--- src/rtl/wdt_pkg.sv ---
package wdt_pkg;

  // Strobes from control to datapath
  typedef struct packed {
    logic clear;    // force the count to zero
    logic advance;  // increment the count
  } wdtCtl_t;

  // Status from datapath to control
  typedef struct packed {
    logic edgeSeen;  // synchronized strobe changed level
    logic nearTerm;  // count is one below the terminal value
    logic atTerm;    // count has reached (or passed) the terminal value
  } wdtStat_t;

endpackage

--- src/rtl/wdt_datapath.sv ---
module wdt_datapath
  import wdt_pkg::*;
#(
  parameter longint unsigned BASE_TICKS  = 64'd1_575_000,
  parameter int              SEL_W       = 2,
  parameter int              SEL_SHIFT   = 4,
  parameter int              SYNC_STAGES = 2
) (
  input  logic             clk,
  input  logic             rst_n,
  input  logic             strobeIn,
  input  logic [SEL_W-1:0] timeoutSel,
  input  wdtCtl_t          ctl,
  output wdtStat_t         stat
);

  localparam int              NUM_SEL  = 1 << SEL_W;
  localparam longint unsigned MAX_TERM = BASE_TICKS << (SEL_SHIFT * (NUM_SEL - 1));
  localparam int              CNT_W    = $clog2(MAX_TERM + 1);

  // Synchronizer and edge detector
  logic [SYNC_STAGES-1:0] syncQ;
  logic                   prevQ;

  always_ff @(posedge clk or negedge rst_n) begin
    if (!rst_n) begin
      syncQ <= '0;
      prevQ <= 1'b0;
    end else begin
      syncQ <= {syncQ[SYNC_STAGES-2:0], strobeIn};
      prevQ <= syncQ[SYNC_STAGES-1];
    end
  end

  // Terminal count table, one entry per select value
  logic [CNT_W-1:0] termTab [NUM_SEL];
  for (genvar i = 0; i < NUM_SEL; i++) begin : g_term
    assign termTab[i] = CNT_W'(BASE_TICKS << (SEL_SHIFT * i));
  end

  logic [CNT_W-1:0] termSel;
  assign termSel = termTab[timeoutSel];

  // Saturating counter
  logic [CNT_W-1:0] countQ;

  always_ff @(posedge clk or negedge rst_n) begin
    if (!rst_n) begin
      countQ <= '0;
    end else if (ctl.clear) begin
      countQ <= '0;
    end else if (ctl.advance) begin
      countQ <= countQ + CNT_W'(1);
    end
  end

  assign stat.edgeSeen = syncQ[SYNC_STAGES-1] ^ prevQ;
  assign stat.nearTerm = (countQ == termSel - CNT_W'(1));
  assign stat.atTerm   = (countQ >= termSel);

  // A detected level change empties the counter on the next edge
  AST_EDGE_CLEARS: assert property (@(posedge clk) disable iff (!rst_n)
    stat.edgeSeen |=> (countQ == '0));

  // Once at the terminal value, the count stays put until cleared
  AST_SAT_HOLD: assert property (@(posedge clk) disable iff (!rst_n)
    (stat.atTerm && !ctl.clear) |=> $stable(countQ));

endmodule

--- src/rtl/wdt_ctrl.sv ---
module wdt_ctrl
  import wdt_pkg::*;
(
  input  logic     clk,
  input  logic     rst_n,
  input  logic     wdDisable,
  input  logic     rstActive,
  input  wdtStat_t stat,
  output wdtCtl_t  ctl,
  output logic     timeoutReq
);

  logic fire;

  always_comb begin
    ctl.clear   = rstActive | stat.edgeSeen;
    ctl.advance = !ctl.clear && !stat.atTerm;
    fire        = ctl.advance && stat.nearTerm && !wdDisable;
  end

  always_ff @(posedge clk or negedge rst_n) begin
    if (!rst_n) begin
      timeoutReq <= 1'b0;
    end else begin
      timeoutReq <= fire;
    end
  end

  AST_REQ_ONE_CYCLE: assert property (@(posedge clk) disable iff (!rst_n)
    timeoutReq |=> !timeoutReq);

  AST_MASKED_WHEN_DISABLED: assert property (@(posedge clk) disable iff (!rst_n)
    timeoutReq |-> !$past(wdDisable));

  AST_QUIET_IN_RESET: assert property (@(posedge clk) disable iff (!rst_n)
    rstActive |=> !timeoutReq);

endmodule

--- src/rtl/strobe_watchdog.sv ---
module strobe_watchdog #(
  parameter longint unsigned BASE_TICKS  = 64'd1_575_000, // shortest period, in clock cycles
  parameter int              SEL_SHIFT   = 4,
  parameter int              SYNC_STAGES = 2
) (
  input  logic       clk,
  input  logic       rst_n,
  input  logic       strobeIn,
  input  logic       wdDisable,
  input  logic       rstActive,
  input  logic [1:0] timeoutSel,
  output logic       timeoutReq
);

  import wdt_pkg::*;

  wdtCtl_t  ctl;
  wdtStat_t stat;

  wdt_datapath #(
    .BASE_TICKS (BASE_TICKS),
    .SEL_W      (2),
    .SEL_SHIFT  (SEL_SHIFT),
    .SYNC_STAGES(SYNC_STAGES)
  ) dp_i (
    .clk       (clk),
    .rst_n     (rst_n),
    .strobeIn  (strobeIn),
    .timeoutSel(timeoutSel),
    .ctl       (ctl),
    .stat      (stat)
  );

  wdt_ctrl ctrl_i (
    .clk       (clk),
    .rst_n     (rst_n),
    .wdDisable (wdDisable),
    .rstActive (rstActive),
    .stat      (stat),
    .ctl       (ctl),
    .timeoutReq(timeoutReq)
  );

endmodule

--- config.mk ---
export PLATFORM = sky130hd
export DESIGN_NAME = strobe_watchdog
export DESIGN_NICKNAME = d
export VERILOG_FILES = /design/src/rtl/wdt_pkg.sv /design/src/rtl/wdt_datapath.sv /design/src/rtl/wdt_ctrl.sv /design/src/rtl/strobe_watchdog.sv
export SDC_FILE = /design/constraint.sdc
export NUM_CORES = 1
export LEC_CHECK = 0
export BUFFER_PORTS_ARGS = -buffer_cell sky130_fd_sc_hd__buf_2
export CAP_MARGIN = 10
export CORE_UTILIZATION = 49
export DETAILED_ROUTE_END_ITERATION = 12
export PLACE_DENSITY = 0.68
export SYNTH_ARGS = -nofsm -noshare
export SYNTH_HDL_FRONTEND = slang
export SYNTH_HIERARCHICAL = 1
export SYNTH_SLANG_ARGS = --single-unit
--- constraint.sdc ---
create_clock -name clk -period 3.1 [get_ports clk]
set_input_delay 0.62 -clock clk [delete_from_list [all_inputs] [get_ports clk]]
set_output_delay 0.62 -clock clk [all_outputs]
set_load 0.05 [all_outputs]
* Word level (Yosys, flattened, before mapping)
Cells that the tools add are included.
Word-level totals: input bits 7, logic and storage cells 24, output and inout bits 1, register bits after elaboration 37
Cells by class: add/sub/neg operators 2, reduce and logical (&&, ||, !) cells 7, equality and inequality tests 1, multiplexer cells 5, bitwise logic cells 3, magnitude comparators 2
Operator list (count):
- 33-bit two-way mux | 4
- 33-bit binary-select mux with 2-bit select | 1
- 33-bit by 1-bit adder with 33-bit output, second input constant | 1
- 33-bit == test | 1
- 33-bit >= comparator | 1
- 33-bit by 1-bit subtractor with 33-bit output, second input constant | 1
- 3-bit >= comparator, second input constant | 1
- 1-bit logical AND | 3
- 1-bit logical NOT | 3
- 2-bit inverter with 3-bit output | 1
- 2-bit nonzero test | 1
- 1-bit OR | 1
- 1-bit XOR | 1

* Longest topological paths before layout
depth in word-level cells 9, depth in mapped cells 16, mapped depth without buffers 15

* Modules after synthesis
The synthesis kept the hierarchy.
By module, submodules not included:
- wdt_datapath | seq. area each 900.9 um2, cells each 286, instances 1, area each 2622.5 um2
- wdt_ctrl | seq. area each 25.0 um2, cells each 4, instances 1, area each 50.0 um2

* Worst setup path before layout
No wires, ideal clock.
path type input -> register, start point input timeoutSel[0], end point register dp_i.countQ[22], data required time 2.968 ns, library setup time 0.132 ns, path buffers 1, arrival 3.861 ns, cell stages on the path 16, slack -0.893 ns, cells stage by stage inv_1 > ha_1 > inv_1 > ha_1 > nor2b_1 > o41a_1 > o2111ai_1 > a2111oi_0 > or3_1 > nor3_2 > buf_2 > o211ai_1 > or4_4 > nor4_4 > xnor2_1 > nor2_1
RTL lines:
- start, declared | line strobe_watchdog.sv:11 | input logic [1:0] timeoutSel,
- end signal, assigned | line wdt_datapath.sv:53 | countQ <= countQ + CNT_W'(1);
- end, declared | line wdt_datapath.sv:45 | logic [CNT_W-1:0] countQ;

==> results.md <==
- The library cell contributing the largest single delay on the critical path is sky130_fd_sc_hd__or4_4.
- Of the synthesized area, sequential elements account for 0.346.
- The final reports fail on negative setup slack.
- The share of flip-flops with an asynchronous set or reset after synthesis is 1.00.
- The share of total power dissipated in sequential elements is 0.425.
- After the last flow step, the layout net total stands at 404.
- The endpoint identified for the worst register-to-register timing path is dp_i/countQ[18]$_DFFE_PN0P_.
- After floorplanning, the core was divided into 26 placement rows.
- The count of nets left with antenna violations once routing finished came out at 0.
- The die covers 5750 um^2.
- For the worst setup path, the data required time is 3.32 ns.
- The area growth from synthesis to layout is 41.9%.
- The ratio of final minimum period to clock period is 1.20.
- The placed instances occupy a cell area of 3290 um^2.
- The worst flop-to-flop path startpoint is dp_i/countQ[3]$_DFFE_PN0P_.
- The maximum fanout count along the critical path is 5.
- The global-route wire length before repair is 11.5 mm.
- The maximum number of pins on one net before global-route repair is 38.
- Subtracting the final worst setup slack from the clock period gives 3.70 ns.
- The number of buffers on the longest clock path is 2.
- The startpoint identified for the worst hold timing path is dp_i/syncQ[0]$_DFF_PN0_.
- The tool flagged a number of max-cap violations equal to 0.
- The number of antenna diodes in the final layout is 0.
- Summed over all layers, the global routing overflow is 0.
- The switching portion of total power is 0.236.
- The cell count after synthesis came out at 290.
- The flow ran to the end, but the final reports show violations.
- The clock tree synthesis step divided the H-tree into 2 levels.
- The first TritonRoute pass finished after 4 iterations.
- The min-delay analysis places its worst path in the category flip-flop to flip-flop.
- Cell internal power was estimated by the tool at 0.000873 W.
- Summed over all cells, the static leakage comes to 1.76 nW.
- The core region is 5170 um^2.
- TritonCTS built the clock tree.
- The routed via count divided by cell count is 5.89.
- Sorting the synthesized cells by area gives the leading types as sky130_fd_sc_hd__dfrtp_1, sky130_fd_sc_hd__ha_1, sky130_fd_sc_hd__xor2_1.
- The number of buffers inserted during clock tree synthesis is 5.
- The worst setup slack for register-to-register paths is -0.33 ns.
- The worst setup path is of the input port to flip-flop kind.
- Measured along the x axis, the die boundary spans 75.9 um.
- STA puts the critical path data arrival time at 3.93 ns.
- The stage delay of the slowest cell on the critical path is 0.50 ns.
- For the final database, setup skew stands at 0.00974 ns.
- The initial antenna violation count is 0.
- At the pin with the least slew margin, the transition time is 0.926 ns.
- The number of pins with negative max-slew slack in the final report is 0.
- The nature of the critical path endpoint is a flip-flop.
- Averaged over all synthesized cells, the footprint is 9.22 um^2.
- The fraction of layout cells with a size suffix above 1 is 0.379.
- The via count of the first global-routing pass came to 2,344.
- The minimum setup slack in the final design is -0.605 ns.
- The worst-skew pair later-pin latency is 0.30 ns.
- The post-cts hold buffer count is 0.
- The number of nets in the synthesized netlist is 328.
- The maximum vdd drop is 360 uV.
- The area share of the largest cell type after synthesis is 0.346.
- The number of placed instances, taps included, is 419.
- The synthesized design spends more area on one cell type than any other, namely sky130_fd_sc_hd__dfrtp_1.
- The detailed-route wire length per cell is 17.5 um.
- At the end of routability-driven placement, the weighted congestion stood at 0.933.
- In this run the tightest slew margin relative to its limit is 0.378.
- The minimum setup slack after placement is -0.958 ns.
- The count of synthesis-stage warnings from yosys is 6.
- The cell area after technology mapping is 2670 um^2.
- The finished cells cover 3790 um^2.
- The number of library cell types mapped by synthesis is 43.
- The most common library cell in the layout ignoring fill and taps is sky130_fd_sc_hd__buf_4.
- Counting cells, the worst reg-to-reg path comes to 12.
- In the synthesized netlist the dominant register cell turns out to be sky130_fd_sc_hd__dfrtp_1.
- The number of buffers and inverters on the critical path is 5.
- Timing would allow up to 0.270 GHz.
- Setup repair after global routing could not meet its margin everywhere.
- The flip-flop and latch count after synthesis is 37.
- The cell type group with the largest total delay on the critical path is simple AND/OR/NAND/NOR gates.
- Along the worst hold path, the cell count comes to 0.
- The final count of hold timing violations is 0.
- The kind of start point of the critical path is an input port.
- The detailed placer's ending HPWL is 5.23 mm.
- CTS saw 37 sinks.
- Final hold analysis gives a worst-case slack of 0.352 ns.
- The total wirelength of the detailed-routed design is 7.63 mm.
- For hold timing, the worst endpoint is dp_i/syncQ[1]$_DFF_PN0_.
- The share of total power dissipated in combinational logic is 0.127.
- The number of DRC markers after the initial detailed-route iteration is 183.
- The net switching component of the power is 0.000270 W.
- The number of I/O pins is 8.
- The number of endpoints failing setup at the final stage is 31.
- Measured along the y axis, the die boundary spans 75.9 um.
- The count of unresolved DRC violations after routing is 0.
- The starting utilization of the core area is 0.517.
- The fill cell instance count of the final layout is 342.
- The number of flops mapped to enable cells by yosys is 0.
- The clock slew seen by the registers of the worst setup and hold paths is 0.08 ns.
- Port buffering added 7 buffers.
- CTS placed an instance of sky130_fd_sc_hd__clkbuf_8 at the clock tree root.
- The top cell types in the final layout, fill and taps aside, are sky130_fd_sc_hd__buf_4, sky130_fd_sc_hd__dfrtp_1, sky130_fd_sc_hd__nor2_1.
- The depth of the critical timing path with buffers and inverters included is 16.
- The global-route usage over all layers is 0.277.
- The final standard cell count with taps included and fillers excluded is 437.
- Traced cell by cell, the critical path runs through buf_8 > clkinvlp_4 > ha_4 > inv_4 > buf_4 > buf_4 > ha_1 > a211o_1 > o2111ai_2 > a2111oi_2 > or3_4 > nor3_4 > o211ai_1 > or4_4 > or3_4 > a21oi_2.
- For this design the ratio of total power to cell area is 302 nW/um^2.
- The clock share of power is 0.448.
- Summing over every cut layer, the via total after detailed routing is 2,575.
## power by group through the flow
stage | Sequential [W] | Combinational [W] | Clock (W)
4_1_cts | 0.000486 | 0.000133 | 0.000531
3_3_place_gp | 0.000496 | 0.000115 | 0
5_1_grt | 0.000486 | 0.000157 | 0.000546
6_report | 0.000486 | 0.000145 | 0.000512
3_5_place_dp | 0.000496 | 0.000118 | 0
2_1_floorplan | 0.000496 | 0.0000634 | 0
## metal layers
metal / up-vias / wire length (um) / global-route usage
met1: 1281 / 3340 / 0.359
met4: 0 / 166 / 0.107
met5: - / 0 / 0
met3: 17 / 334 / 0.0582
li1: 1200 / - / -
met2: 77 / 3780 / 0.452
## flip-flops by register name, indices dropped and copies added, names as in the netlist
signal and flops:
ctrl_i/timeoutReq 1, dp_i/prevQ 1, dp_i/countQ 33, dp_i/syncQ 2
## logic make-up (layout without fill, tap and decap cells)
| logic type | Yosys count | after routing | synth area share |
|---|---|---|---|
| AOI/OAI and AO/OA | 39 | 39 | 0.0918 |
| xor gates and xnor gates | 37 | 37 | 0.121 |
| adders and majority gates | 31 | 31 | 0.145 |
| buffers and inverters | 19 | 96 | 0.0295 |
| DFF | 37 | 37 | 0.346 |
| muxes | 1 | 1 | 0.00375 |
| and+or+nand+nor | 126 | 126 | 0.262 |
## timing repair
action                                  4_1_cts  5_1_grt
gates resized for setup                      33       32
pin swaps                                    35       30
buffers inserted                              9        4
hold endpoints to repair                      0        0
endpoints found under the setup margin       33       33
## how the worst max path moves through the flow
stage | from | to | slack, ns
6_report | timeoutSel[1] | dp_i/countQ[18]$_DFFE_PN0P_ | -0.60
5_1_grt | timeoutSel[1] | dp_i/countQ[22]$_DFFE_PN0P_ | -0.72
4_1_cts | timeoutSel[0] | dp_i/countQ[32]$_DFFE_PN0P_ | -0.51
3_5_place_dp | timeoutSel[0] | dp_i/countQ[30]$_DFFE_PN0P_ | -0.96
3_3_place_gp | timeoutSel[1] | dp_i/countQ[30]$_DFFE_PN0P_ | -0.93
2_1_floorplan | timeoutSel[0] | dp_i/countQ[18]$_DFFE_PN0P_ | -0.68
## stage by stage
| step | power [W] | util | TNS, ns |
|---|---|---|---|
| after global routing | 0.00119 | 0.733 | -16.24 |
| after detailed placement | 0.000614 | 0.636 | -25.58 |
| after global placement | 0.000611 | 0.636 | -24.24 |
| final | 0.00114 | 0.733 | -13.11 |
| after floorplan | 0.000560 | - | -11.79 |
| after CTS | 0.00115 | 0.704 | -11.00 |
## cell usage after synthesis, types with 6 or more instances
cell,count
sky130_fd_sc_hd__or3_1,7
sky130_fd_sc_hd__and3_1,6
sky130_fd_sc_hd__nor2_1,31
sky130_fd_sc_hd__ha_1,31
sky130_fd_sc_hd__inv_1,12
sky130_fd_sc_hd__nor3_1,9
sky130_fd_sc_hd__nand3_1,16
sky130_fd_sc_hd__o21ai_0,12
sky130_fd_sc_hd__dfrtp_1,37
sky130_fd_sc_hd__nand2_1,19
sky130_fd_sc_hd__xnor2_1,15
sky130_fd_sc_hd__xor2_1,22
sky130_fd_sc_hd__a21oi_1,15
sky130_fd_sc_hd__nand4_1,12
## final cells by class
class / instances / area [um^2] / share of cell area
multi-input cells: 234 / 1980 / 0.522
flip-flops and latches: 37 / 926 / 0.244
repair buffers: 76 / 603 / 0.159
well taps: 70 / 87.6 / 0.0231
clock buffers: 5 / 68.8 / 0.0182
clock inverters: 3 / 68.8 / 0.0182
inverters: 12 / 57.6 / 0.0152
Power figures use the tool's default switching activity.
